**src/rtl/uos_pkg.sv**
```systemverilog
package uos_pkg;

    localparam int DBITS = 8;
    localparam int PW    = 5;

    typedef enum logic [2:0] {
        ST_IDLE,
        ST_START,
        ST_DATA,
        ST_PAR,
        ST_STOP
    } fr_state_e;

    typedef struct packed {
        logic [DBITS-1:0] data;
        logic             perr;
        logic             ferr;
        logic             ovf;
    } rx_char_t;

    // ticks per bit for a rate code; reserved codes fall back to 16
    function automatic logic [PW-1:0] os_len(input logic [2:0] rate);
        case (rate)
            3'd2, 3'd3: os_len = PW'(8);
            3'd4:       os_len = PW'(3);
            default:    os_len = PW'(16);
        endcase
    endfunction

    // first of the three sample positions in a bit
    function automatic logic [PW-1:0] first_pos(input logic [2:0] rate,
                                                input logic [1:0] adj);
        case (rate)
            3'd2, 3'd3: first_pos = PW'(3) + PW'(adj);
            3'd4:       first_pos = PW'(1);
            default:    first_pos = PW'(7) + PW'({adj, 1'b0});
        endcase
    endfunction

    function automatic logic maj3(input logic [2:0] s);
        maj3 = (s[0] & s[1]) | (s[0] & s[2]) | (s[1] & s[2]);
    endfunction

endpackage

```
**src/rtl/uos_bitclk.sv**
```systemverilog
module uos_bitclk
    import uos_pkg::*;
(
    input  logic       clk,
    input  logic       rst,
    input  logic       tick,
    input  logic       rxd,
    input  logic [2:0] rate,
    input  logic [1:0] adj,
    input  logic       busy,
    output logic       begin_o,
    output logic       bit_done_o,
    output logic       bit_val_o
);

    localparam int NS = 3;

    logic [PW-1:0] cnt_q;
    logic [PW-1:0] cur;
    logic [PW-1:0] len;
    logic [PW-1:0] lo;
    logic [NS-1:0] smp_q;
    logic [NS-1:0] hit;
    logic [NS-1:0] eff;
    logic          active;

    assign cur     = cnt_q + PW'(1);
    assign len     = os_len(rate);
    assign lo      = first_pos(rate, adj);
    assign begin_o = tick & ~busy & ~rxd;
    assign active  = tick & (busy | ~rxd);

    generate
        for (genvar k = 0; k < NS; k++) begin : g_smp
            assign hit[k] = active & (cur == lo + PW'(k));
            // the sample taken on the deciding tick joins the vote directly
            assign eff[k] = hit[k] ? rxd : smp_q[k];
            always_ff @(posedge clk) begin
                if (rst)
                    smp_q[k] <= 1'b1;
                else if (hit[k])
                    smp_q[k] <= rxd;
            end
        end
    endgenerate

    assign bit_done_o = active & (cur == len);
    assign bit_val_o  = maj3(eff);

    always_ff @(posedge clk) begin
        if (rst)
            cnt_q <= '0;
        else if (active)
            cnt_q <= bit_done_o ? '0 : cur;
        else if (!busy)
            cnt_q <= '0;
    end


    hit_onehot_chk: assert property (@(posedge clk) disable iff (rst)
        $onehot0(hit));


    bit_end_chk: assert property (@(posedge clk) disable iff (rst)
        bit_done_o |=> (cnt_q == '0));

endmodule

```
**src/rtl/uos_framer.sv**
```systemverilog
module uos_framer
    import uos_pkg::*;
(
    input  logic     clk,
    input  logic     rst,
    input  logic     begin_i,
    input  logic     bit_done,
    input  logic     bit_val,
    input  logic     rx_inv,
    input  logic     lsb_first,
    input  logic     par_en,
    input  logic     par_odd,
    output logic     busy,
    output logic     push_o,
    output rx_char_t char_o
);

    localparam int IW = $clog2(DBITS);

    fr_state_e        state_q;
    logic [IW-1:0]    idx_q;
    logic [DBITS-1:0] sh_q;
    logic             par_acc_q;
    logic             perr_q;
    logic             push_q;
    rx_char_t         char_q;
    logic             dbit;

    assign busy   = (state_q != ST_IDLE);
    assign dbit   = bit_val ^ rx_inv;
    assign push_o = push_q;
    assign char_o = char_q;

    always_ff @(posedge clk) begin
        if (rst) begin
            state_q   <= ST_IDLE;
            idx_q     <= '0;
            sh_q      <= '0;
            par_acc_q <= 1'b0;
            perr_q    <= 1'b0;
            push_q    <= 1'b0;
            char_q    <= '0;
        end else begin
            push_q <= 1'b0;
            case (state_q)
                ST_IDLE: begin
                    if (begin_i)
                        state_q <= ST_START;
                end
                ST_START: begin
                    if (bit_done) begin
                        state_q   <= bit_val ? ST_IDLE : ST_DATA;
                        idx_q     <= '0;
                        par_acc_q <= 1'b0;
                        perr_q    <= 1'b0;
                    end
                end
                ST_DATA: begin
                    if (bit_done) begin
                        sh_q      <= lsb_first ? {dbit, sh_q[DBITS-1:1]}
                                               : {sh_q[DBITS-2:0], dbit};
                        par_acc_q <= par_acc_q ^ dbit;
                        idx_q     <= idx_q + IW'(1);
                        if (idx_q == IW'(DBITS - 1))
                            state_q <= par_en ? ST_PAR : ST_STOP;
                    end
                end
                ST_PAR: begin
                    if (bit_done) begin
                        perr_q  <= bit_val ^ par_acc_q ^ par_odd;
                        state_q <= ST_STOP;
                    end
                end
                ST_STOP: begin
                    if (bit_done) begin
                        push_q      <= 1'b1;
                        char_q.data <= sh_q;
                        char_q.perr <= par_en & perr_q;
                        char_q.ferr <= ~bit_val;
                        char_q.ovf  <= 1'b0;
                        state_q     <= ST_IDLE;
                    end
                end
                default: state_q <= ST_IDLE;
            endcase
        end
    end


    false_start_chk: assert property (@(posedge clk) disable iff (rst)
        (state_q == ST_START && bit_done && bit_val) |=> (state_q == ST_IDLE && !push_o));


    push_idle_chk: assert property (@(posedge clk) disable iff (rst)
        push_o |-> (state_q == ST_IDLE));

endmodule

```
**src/rtl/uos_rxbuf.sv**
```systemverilog
module uos_rxbuf
    import uos_pkg::*;
#(
    parameter int DEPTH = 2
) (
    input  logic     clk,
    input  logic     rst,
    input  logic     push,
    input  rx_char_t char_i,
    input  logic     rd_ack,
    input  logic     imm_i,
    output rx_char_t head_o,
    output logic     valid_o,
    output logic     ovf_o
);

    localparam int AW = (DEPTH > 1) ? $clog2(DEPTH) : 1;
    localparam int CW = $clog2(DEPTH + 1);

    rx_char_t      mem [DEPTH];
    logic [AW-1:0] rd_ptr;
    logic [AW-1:0] wr_ptr;
    logic [AW-1:0] last_ptr;
    logic [CW-1:0] cnt;
    logic          full;
    logic          pop;
    logic          push_ok;
    logic          drop;
    logic          imm_q;

    function automatic logic [AW-1:0] nxt(input logic [AW-1:0] p);
        nxt = (p == AW'(DEPTH - 1)) ? '0 : p + AW'(1);
    endfunction

    assign full     = (cnt == CW'(DEPTH));
    assign valid_o  = (cnt != '0);
    assign pop      = rd_ack & valid_o;
    assign push_ok  = push & (~full | pop);
    assign drop     = push & full & ~pop;
    assign last_ptr = (wr_ptr == '0) ? AW'(DEPTH - 1) : wr_ptr - AW'(1);
    assign head_o   = mem[rd_ptr];
    assign ovf_o    = imm_q | (valid_o & mem[rd_ptr].ovf);

    always_ff @(posedge clk) begin
        if (rst) begin
            rd_ptr <= '0;
            wr_ptr <= '0;
            cnt    <= '0;
            imm_q  <= 1'b0;
            for (int i = 0; i < DEPTH; i++)
                mem[i] <= '0;
        end else begin
            if (push_ok) begin
                mem[wr_ptr]     <= char_i;
                mem[wr_ptr].ovf <= 1'b0;
                wr_ptr          <= nxt(wr_ptr);
            end
            if (drop && !imm_i)
                mem[last_ptr].ovf <= 1'b1;
            if (pop)
                rd_ptr <= nxt(rd_ptr);
            case ({push_ok, pop})
                2'b10:   cnt <= cnt + CW'(1);
                2'b01:   cnt <= cnt - CW'(1);
                default: cnt <= cnt;
            endcase
            if (pop)
                imm_q <= 1'b0;
            else if (drop && imm_i)
                imm_q <= 1'b1;
        end
    end


    fill_valid_chk: assert property (@(posedge clk) disable iff (rst)
        (push && !full && !rd_ack) |=> valid_o);


    drop_keep_chk: assert property (@(posedge clk) disable iff (rst)
        (push && full && !rd_ack) |=> (full && $stable(wr_ptr)));


    imm_flag_chk: assert property (@(posedge clk) disable iff (rst)
        (drop && imm_i) |=> ovf_o);

endmodule

```
**src/rtl/uart_os_rx.sv**
```systemverilog
module uart_os_rx
    import uos_pkg::*;
#(
    parameter int BUF_DEPTH = 2
) (
    input  logic             clk,
    input  logic             rst,
    input  logic             os_tick,
    input  logic             rxd,
    input  logic [2:0]       rate_sel,
    input  logic [1:0]       adj_sel,
    input  logic             rx_inv,
    input  logic             lsb_first,
    input  logic             par_en,
    input  logic             par_odd,
    input  logic             imm_ovf,
    input  logic             rd_ack,
    output logic [DBITS-1:0] rx_data,
    output logic             rx_valid,
    output logic             rx_perr,
    output logic             rx_ferr,
    output logic             rx_ovf
);

    logic     busy;
    logic     begin_w;
    logic     bit_done;
    logic     bit_val;
    logic     push;
    rx_char_t new_char;
    rx_char_t head;

    uos_bitclk u_bitclk (
        .clk        (clk),
        .rst        (rst),
        .tick       (os_tick),
        .rxd        (rxd),
        .rate       (rate_sel),
        .adj        (adj_sel),
        .busy       (busy),
        .begin_o    (begin_w),
        .bit_done_o (bit_done),
        .bit_val_o  (bit_val)
    );

    uos_framer u_framer (
        .clk       (clk),
        .rst       (rst),
        .begin_i   (begin_w),
        .bit_done  (bit_done),
        .bit_val   (bit_val),
        .rx_inv    (rx_inv),
        .lsb_first (lsb_first),
        .par_en    (par_en),
        .par_odd   (par_odd),
        .busy      (busy),
        .push_o    (push),
        .char_o    (new_char)
    );

    uos_rxbuf #(.DEPTH(BUF_DEPTH)) u_buf (
        .clk     (clk),
        .rst     (rst),
        .push    (push),
        .char_i  (new_char),
        .rd_ack  (rd_ack),
        .imm_i   (imm_ovf),
        .head_o  (head),
        .valid_o (rx_valid),
        .ovf_o   (rx_ovf)
    );

    assign rx_data = head.data;
    assign rx_perr = head.perr;
    assign rx_ferr = head.ferr;


    reset_quiet_chk: assert property (@(posedge clk)
        $past(rst) |-> (!rx_valid && !rx_ovf));

endmodule

```
**config.mk**
```make
export PLATFORM = sky130hd
export DESIGN_NAME = uart_os_rx
export DESIGN_NICKNAME = d
export VERILOG_FILES = /design/src/rtl/uos_pkg.sv /design/src/rtl/uos_bitclk.sv /design/src/rtl/uos_framer.sv /design/src/rtl/uos_rxbuf.sv /design/src/rtl/uart_os_rx.sv
export SDC_FILE = /design/constraint.sdc
export NUM_CORES = 1
export LEC_CHECK = 0
export BUFFER_PORTS_ARGS = -buffer_cell sky130_fd_sc_hd__buf_2
export CAP_MARGIN = 20
export CORE_ASPECT_RATIO = 0.75
export CORE_MARGIN = 2
export CORE_UTILIZATION = 60
export DETAILED_ROUTE_END_ITERATION = 12
export GPL_ROUTABILITY_DRIVEN = 1
export PLACE_DENSITY = 0.8
export REMOVE_ABC_BUFFERS = 1
export SETUP_SLACK_MARGIN = 0.5
export SLEW_MARGIN = 20
export SYNTH_ARGS = -nofsm -noshare
export SYNTH_HDL_FRONTEND = slang
export SYNTH_SLANG_ARGS = --single-unit
```
**constraint.sdc**
```tcl
create_clock -name clk -period 4.1 [get_ports clk]
set_clock_uncertainty 0.15 [all_clocks]
set_input_delay 0 -clock clk [delete_from_list [all_inputs] [get_ports clk]]
set_output_delay 0 -clock clk [all_outputs]
set_load 0.02 [all_outputs]
```
==> flow_summary.ini, run 1 <==
[pwr]
power_density_mw_per_mm2 = 330
power_mw = 1.27
vdd_drop_max_uv = 216
power_leakage_nw = 1.51

[place]
dp_slack_ns = 0.585
place_congestion = 0.820
place_hpwl_um = 4710
place_area_mm2 = 0.00357
dp.cells = 441
port_buffers = 26

[global_route]
met1_usage_pct = 33.9
grt_util_met2_pct = 35.3
grt_max_degree = 51
grt_overflow_total = 0
use_met3_pct = 7.65
grt_pass1_vias = 2486
grt_use_total_pct = 23.6
antenna_found_initial = 0
grt.busiest_layer = met2
grt_pass1_wl_um = 11800

[clocking]
cts-buffers-inserted = 9
worstSkewPairLatency_ns = 0.34
cts.sinks = 63
cts_max_level = 3
cts_tree = built
cts-root-buf = clkbuf_8
clock_path_buffers = 2
postCtsSetupRepairBufs = 0
clkTransAtPathRegs_ns = 0.07

[layout]
final_area_mm2 = 0.00385
final_cells = 466
diodes = 0
area_delta_synth_final_pct = 13.6
final_layout_size_suffix_gt1_share_pct = 18.9
fin_util_pct = 71.5
nets = 407

[critical_path]
path_cells = ha_1, nand3_1, xor2_2, nand3_1, nor2_1, or4b_4, a22oi_2, a211oi_1, or4b_1, a31oi_1
cp.required_ns = 4.21
crit_type = reg2reg
crit_buf_inv = 0
crit_path_top_delay_cell = or4b_1
crit_path_frequent_cell = nand3_1
reg2reg_slack_ns = 0.85
crit_path_max_incr_delay_ns = 0.51
rr_startpoint = u_bitclk.cnt_q[0]$_SDFFE_PP0P_
critPathArrivalTime_ns = 3.36
critPathMaxFanout = 7
crit_family = simple AND/OR/NAND/NOR gates
cp-startpoint = u_bitclk.cnt_q[0]$_SDFFE_PP0P_
start_kind = register
cp-end-kind = register

[detailed_routing]
drc = 0
via_per_inst = 5.72
drtAntennaViolNets = 0
drtIter0Drc = 195
wl_per_cell_um = 14.9
dr.pass1.iters = 4
routed_wl_um = 6930
vias = 2664

[timing]
fmax_mhz = 308
slew_headroom_pct = 36.2
finalHoldViolations = 0
whs_ns = 0.0567
layout_setup_ws_ns = 0.853
setup_violations = 0
fin_crit_ns = 3.25
min_period_over_period_pct = 79.2
slew_violations = 0
worst_pin_slew_ns = 0.956
grt_setup_unrepaired = no
setup_tns_ns = 0

[die]
row_count = 23
dieWidth_um = 90.7
fp.dieH_um = 69.1
start_util_pct = 62.9
io_pins = 27
dieArea_mm2 = 0.00627
core_mm2 = 0.00538

[status]
status = completed

[synth]
synth_cells = 352
avgSynthCellArea_um2 = 9.62
ys.flop_type = dfxtp_1
synth-edff-count = 22
synth_seq_area_share_pct = 43.8
syn_area_mm2 = 0.00339
yosys_register_bits = 63
synthTopCellsByArea = dfxtp_1 (24%), edfxtp_1 (20%), nor2_1 (4.5%)
synth_top_cell_by_area = dfxtp_1
synth_top_area_share_pct = 24.2
yosys_warnings = 0
synthArstFlopShare_pct = 0
synthDistinctLibCells = 58

[worst_hold_path]
min_path_type = in2reg
hold_start = rx_inv

[job]
cap_violations = 0
[worst min-delay path, cell delays in order]
cell and delay, ns:
buf_2 0.08, inv_1 0.04, o311a_1 0.13, o21ai_0 0.16, a31oi_1 0.08
[cells by family after synthesis]
| group | share of synthesized area (%) |
|---|---|
| xor gates and xnor gates | 5.40 |
| adders and majority gates | 2.22 |
| and+or+nand+nor | 21.8 |
| AOI/OAI and AO/OA | 14.8 |
| buffers and inverters | 3.58 |
| muxes | 8.43 |
| DFF | 43.8 |
[synthesized netlist by cell type, types with 2 or more instances]
| cell | n |
|---|---|
| a211oi_1 | 9 |
| nor4_1 | 5 |
| nor2_1 | 41 |
| a31oi_1 | 2 |
| nand4_1 | 2 |
| edfxtp_1 | 22 |
| nor4b_1 | 2 |
| o32ai_1 | 2 |
| and2_1 | 22 |
| nand2_1 | 13 |
| nand2b_1 | 7 |
| xor2_1 | 9 |
| o22ai_1 | 2 |
| ha_1 | 6 |
| clkbuf_1 | 13 |
| nor3_1 | 11 |
| a31o_2 | 2 |
| a221oi_1 | 3 |
| nor3b_1 | 3 |
| o21ai_0 | 9 |
| or2_2 | 5 |
| a21oi_1 | 21 |
| or3_1 | 2 |
| a21o_1 | 3 |
| nor2b_1 | 5 |
| dfxtp_1 | 41 |
| xnor2_1 | 10 |
| inv_1 | 15 |
| nand3_1 | 7 |
| mux2_2 | 12 |
| nand3b_1 | 5 |
| mux2i_1 | 15 |
[report_power, final]
part / internal (mW) / switching [mW] / leakage (nW)
Clock: 0.218 / 0.251 / 0.0812
Sequential: 0.655 / 0.00676 / 0.556
Combinational: 0.0573 / 0.0803 / 0.871
[final timing paths]
kind                            cells after the start                              end
worst max-delay path                               10  u_framer.par_acc_q$_SDFFE_PP0P_
worst min-delay path                                5  u_framer.par_acc_q$_SDFFE_PP0P_
worst max register to register                     10  u_framer.par_acc_q$_SDFFE_PP0P_
worst min register to register                      2  u_framer.char_o[4]$_SDFFE_PP0P_
[cells in the final DEF (no fill, tap or decap), types with 3 or more instances in the layout]
cell type | Yosys | final
nor2_1 | 41 | 41
a221oi_1 | 3 | 3
dfxtp_1 | 41 | 41
ha_1 | 6 | 6
nor3_1 | 11 | 11
nand2b_1 | 7 | 7
inv_1 | 15 | 15
and2_1 | 22 | 22
xor2_1 | 9 | 8
buf_2 | 1 | 26
a211oi_1 | 9 | 9
edfxtp_1 | 22 | 22
or2_2 | 5 | 5
nand2_1 | 13 | 13
nor3b_1 | 3 | 3
nand3_1 | 7 | 7
a21o_1 | 3 | 3
dlygate4sd3_1 | 0 | 9
clkinvlp_4 | 0 | 3
clkbuf_8 | 0 | 9
mux2_2 | 12 | 12
o21ai_0 | 9 | 9
nor2b_1 | 5 | 5
mux2i_1 | 15 | 15
a21oi_1 | 21 | 21
buf_4 | 1 | 4
xnor2_1 | 10 | 10
nand3b_1 | 5 | 5
nor4_1 | 5 | 5
[state kept, by name (all words and copies together), names as in the netlist, named ones only]
register / count
u_bitclk.cnt_q: 5
u_buf.imm_q: 1
u_framer.par_acc_q: 1
u_bitclk.smp_q: 3
u_framer.sh_q: 8
u_framer.push_o: 1
u_buf.wr_ptr: 1
u_buf.mem: 22
u_framer.state_q: 3
u_framer.char_o: 10
u_buf.rd_ptr: 1
u_buf.cnt: 2
u_framer.idx_q: 3
u_framer.perr_q: 1
[layer usage]
metal	part of all wire, %	routed length [µm]
met1	49	3400
met2	44	3070
met3	6.3	436
met4	0.30	21
met5	0	0
[timing repair]
item                       4_1_cts  5_1_grt
hold buffers                     9        0
hold endpoints to repair        25        0
setup endpoints to repair        0        1
gates resized for setup          0        1
[cell type report]
| cell class | instances | area, µm² |
|---|---|---|
| multi-input combinational | 258 | 1790 |
| fill | 435 | 1540 |
| sequential | 63 | 1480 |
| timing repair buffer | 39 | 250 |
| clock buffer | 9 | 124 |
| tap | 75 | 93.8 |
| inverter | 15 | 56.3 |
| clock inverter | 7 | 50.0 |
Note: power is estimated with default switching activity, not from simulation.
==> run 2, diff against run 1 <==
- clock period: 4.1 -> 3 ns (I/O delays scaled with it)
==> flow_summary.ini, run 2 (synthesis gave the netlist of run 1 again) <==
[status]
status = completed

[critical_path]
crit_type = in2reg
critPathMaxFanout = 3
regToRegEndpoint = u_framer.par_acc_q$_SDFFE_PP0P_
cp.required_ns = 3.07
reg2reg_slack_ns = 0.04
path_cells = buf_2, nand2b_1, a21oi_1, a221oi_2, ha_2, nor2b_2, nor4_1, mux2_4, mux2i_2, o31a_1, o311a_1, buf_4, buf_6, o21ai_0, a31oi_1
crit_buf_inv = 3
start_kind = primary input
rr_worst_depth = 13
cp-end-kind = register
crit_path_max_incr_delay_ns = 0.38
critPathArrivalTime_ns = 3.03
crit_path_top_delay_cell = nor4_1
rr_startpoint = u_bitclk.cnt_q[0]$_SDFFE_PP0P_
crit_family = compound AO/OA/AOI/OAI gates

[clocking]
cts-buffers-inserted = 9
clkTransAtPathRegs_ns = 0.08
cts_tree = built
cts-root-buf = clkbuf_8
clock_path_buffers = 2
worstSkewPairLatency_ns = 0.35
cts_max_level = 3
cts.sinks = 63

[timing]
worst_pin_slew_ns = 1.08
grt_setup_unrepaired = yes
fin_crit_ns = 2.96
whs_ns = 0.0795
min_period_over_period_pct = 98.6
setup_tns_ns = 0
finalHoldViolations = 0
slew_headroom_pct = 28.1
fmax_mhz = 338
setup_violations = 0
slew_violations = 0

[worst_hold_path]
hold_start = rx_inv
min_path_cells = 5
hold_path_end = u_framer.par_acc_q$_SDFFE_PP0P_
min_path_type = in2reg

[detailed_routing]
vias = 3078
drc = 0
via_per_inst = 6.11
drtAntennaViolNets = 0
routed_wl_um = 9420
dr.pass1.iters = 5
wl_per_cell_um = 18.7
drtIter0Drc = 293

[die]
dieWidth_um = 90.7
io_pins = 27
start_util_pct = 62.9
fp.dieH_um = 69.1
row_count = 23
core_mm2 = 0.00538
dieArea_mm2 = 0.00627

[layout]
layout_commonest_cell = nor2_1
diodes = 0
largest-register = u_buf.mem
multi_input_area_mm2 = 0.00207
largest_reg_flops = 22
nets = 445
fillCellCount = 270
regArea_mm2 = 0.00149
area_delta_synth_final_pct = 33.7
final_layout_size_suffix_gt1_share_pct = 35.2
final_cell_mix = nor2_1 (40), dfxtp_1 (38), buf_4 (31), buf_2 (26), edfxtp_1 (22)

[pwr]
power_density_mw_per_mm2 = 461
vdd_drop_max_uv = 330
power_leakage_nw = 1.80
power_mw = 2.09

[global_route]
grt_overflow_total = 0
grt_pass1_vias = 2959
antenna_found_initial = 0
grt_pass1_wl_um = 14400
grt_max_degree = 50
grt_use_total_pct = 29.5

[job]
cap_violations = 0

[place]
port_buffers = 26
place_hpwl_um = 5040
place_congestion = 0.871
run 2: worst max path at each step:
stage | startpoint | endpoint | slack [ns] | depth (start not counted)
after global placement | adj_sel[0] | u_framer.par_acc_q$_SDFFE_PP0P_ | 0.002 | 15
after detailed placement | adj_sel[0] | u_framer.par_acc_q$_SDFFE_PP0P_ | -0.18 | 17
after floorplan | u_bitclk.cnt_q[0]$_SDFFE_PP0P_ | u_framer.sh_q[1]$_SDFFE_PP0P_ | -0.42 | 9
after CTS | u_bitclk.cnt_q[0]$_SDFFE_PP0P_ | u_framer.par_acc_q$_SDFFE_PP0P_ | 0.17 | 12
final | rate_sel[0] | u_framer.par_acc_q$_SDFFE_PP0P_ | 0.04 | 15
after global routing | rate_sel[0] | u_framer.par_acc_q$_SDFFE_PP0P_ | -0.12 | 15
run 2: what timing repair did:
action,CTS,global route
gates resized for setup,49,20
gates cloned,2,0
setup buffers,13,2
pin swaps,20,19
hold endpoints to repair,25,0
hold buffers,10,0
setup endpoints to repair,30,36
run 2: layout make-up:
class | instances | share of cell area, %
Timing Repair Buffer | 77 | 12.7
Tap cell | 75 | 2.07
Clock inverter | 7 | 2.65
Multi-Input combinational cell | 258 | 45.6
Sequential cell | 63 | 33.0
Inverter | 15 | 1.24
Clock buffer | 9 | 2.74
run 2: per-layer routing:
layer | vias to the layer above | wire length (µm) | global-route usage (%)
li1 | 1410 | - | -
met1 | 1473 | 3880 | 37.7
met2 | 162 | 4530 | 48.1
met3 | 33 | 774 | 8.63
met4 | 0 | 243 | 10.1
met5 | - | 0 | 0
run 2: power breakdown:
| group | switching [mW] | leakage (nW) | internal (mW) | total [mW] |
|---|---|---|---|---|
| clock | 0.361 | 0.120 | 0.554 | 0.915 |
| sequential | 0.00544 | 0.559 | 0.893 | 0.898 |
| combinational | 0.150 | 1.13 | 0.122 | 0.272 |
run 2: through the flow:
stage | setup WS [ns] | area [µm²] | instances | util [%]
6_report | 0.0412 | 4530 | 504 | 84.1
5_1_grt | -0.119 | 4530 | 504 | 84.1
4_1_cts | 0.172 | 4420 | 502 | 82.1
3_5_place_dp | -0.181 | 3720 | 461 | 69.2
3_3_place_gp | 0.00194 | 3720 | 461 | 69.2
2_1_floorplan | -0.422 | 3320 | 336 | -
run 2: tightest hold or removal path, delay by kind of cell:
kind / cells / cell delay [ns]
AND/OR/NAND/NOR: 1 / 0.14
buffers and inverters: 2 / 0.15
AO/OA/AOI/OAI: 2 / 0.24
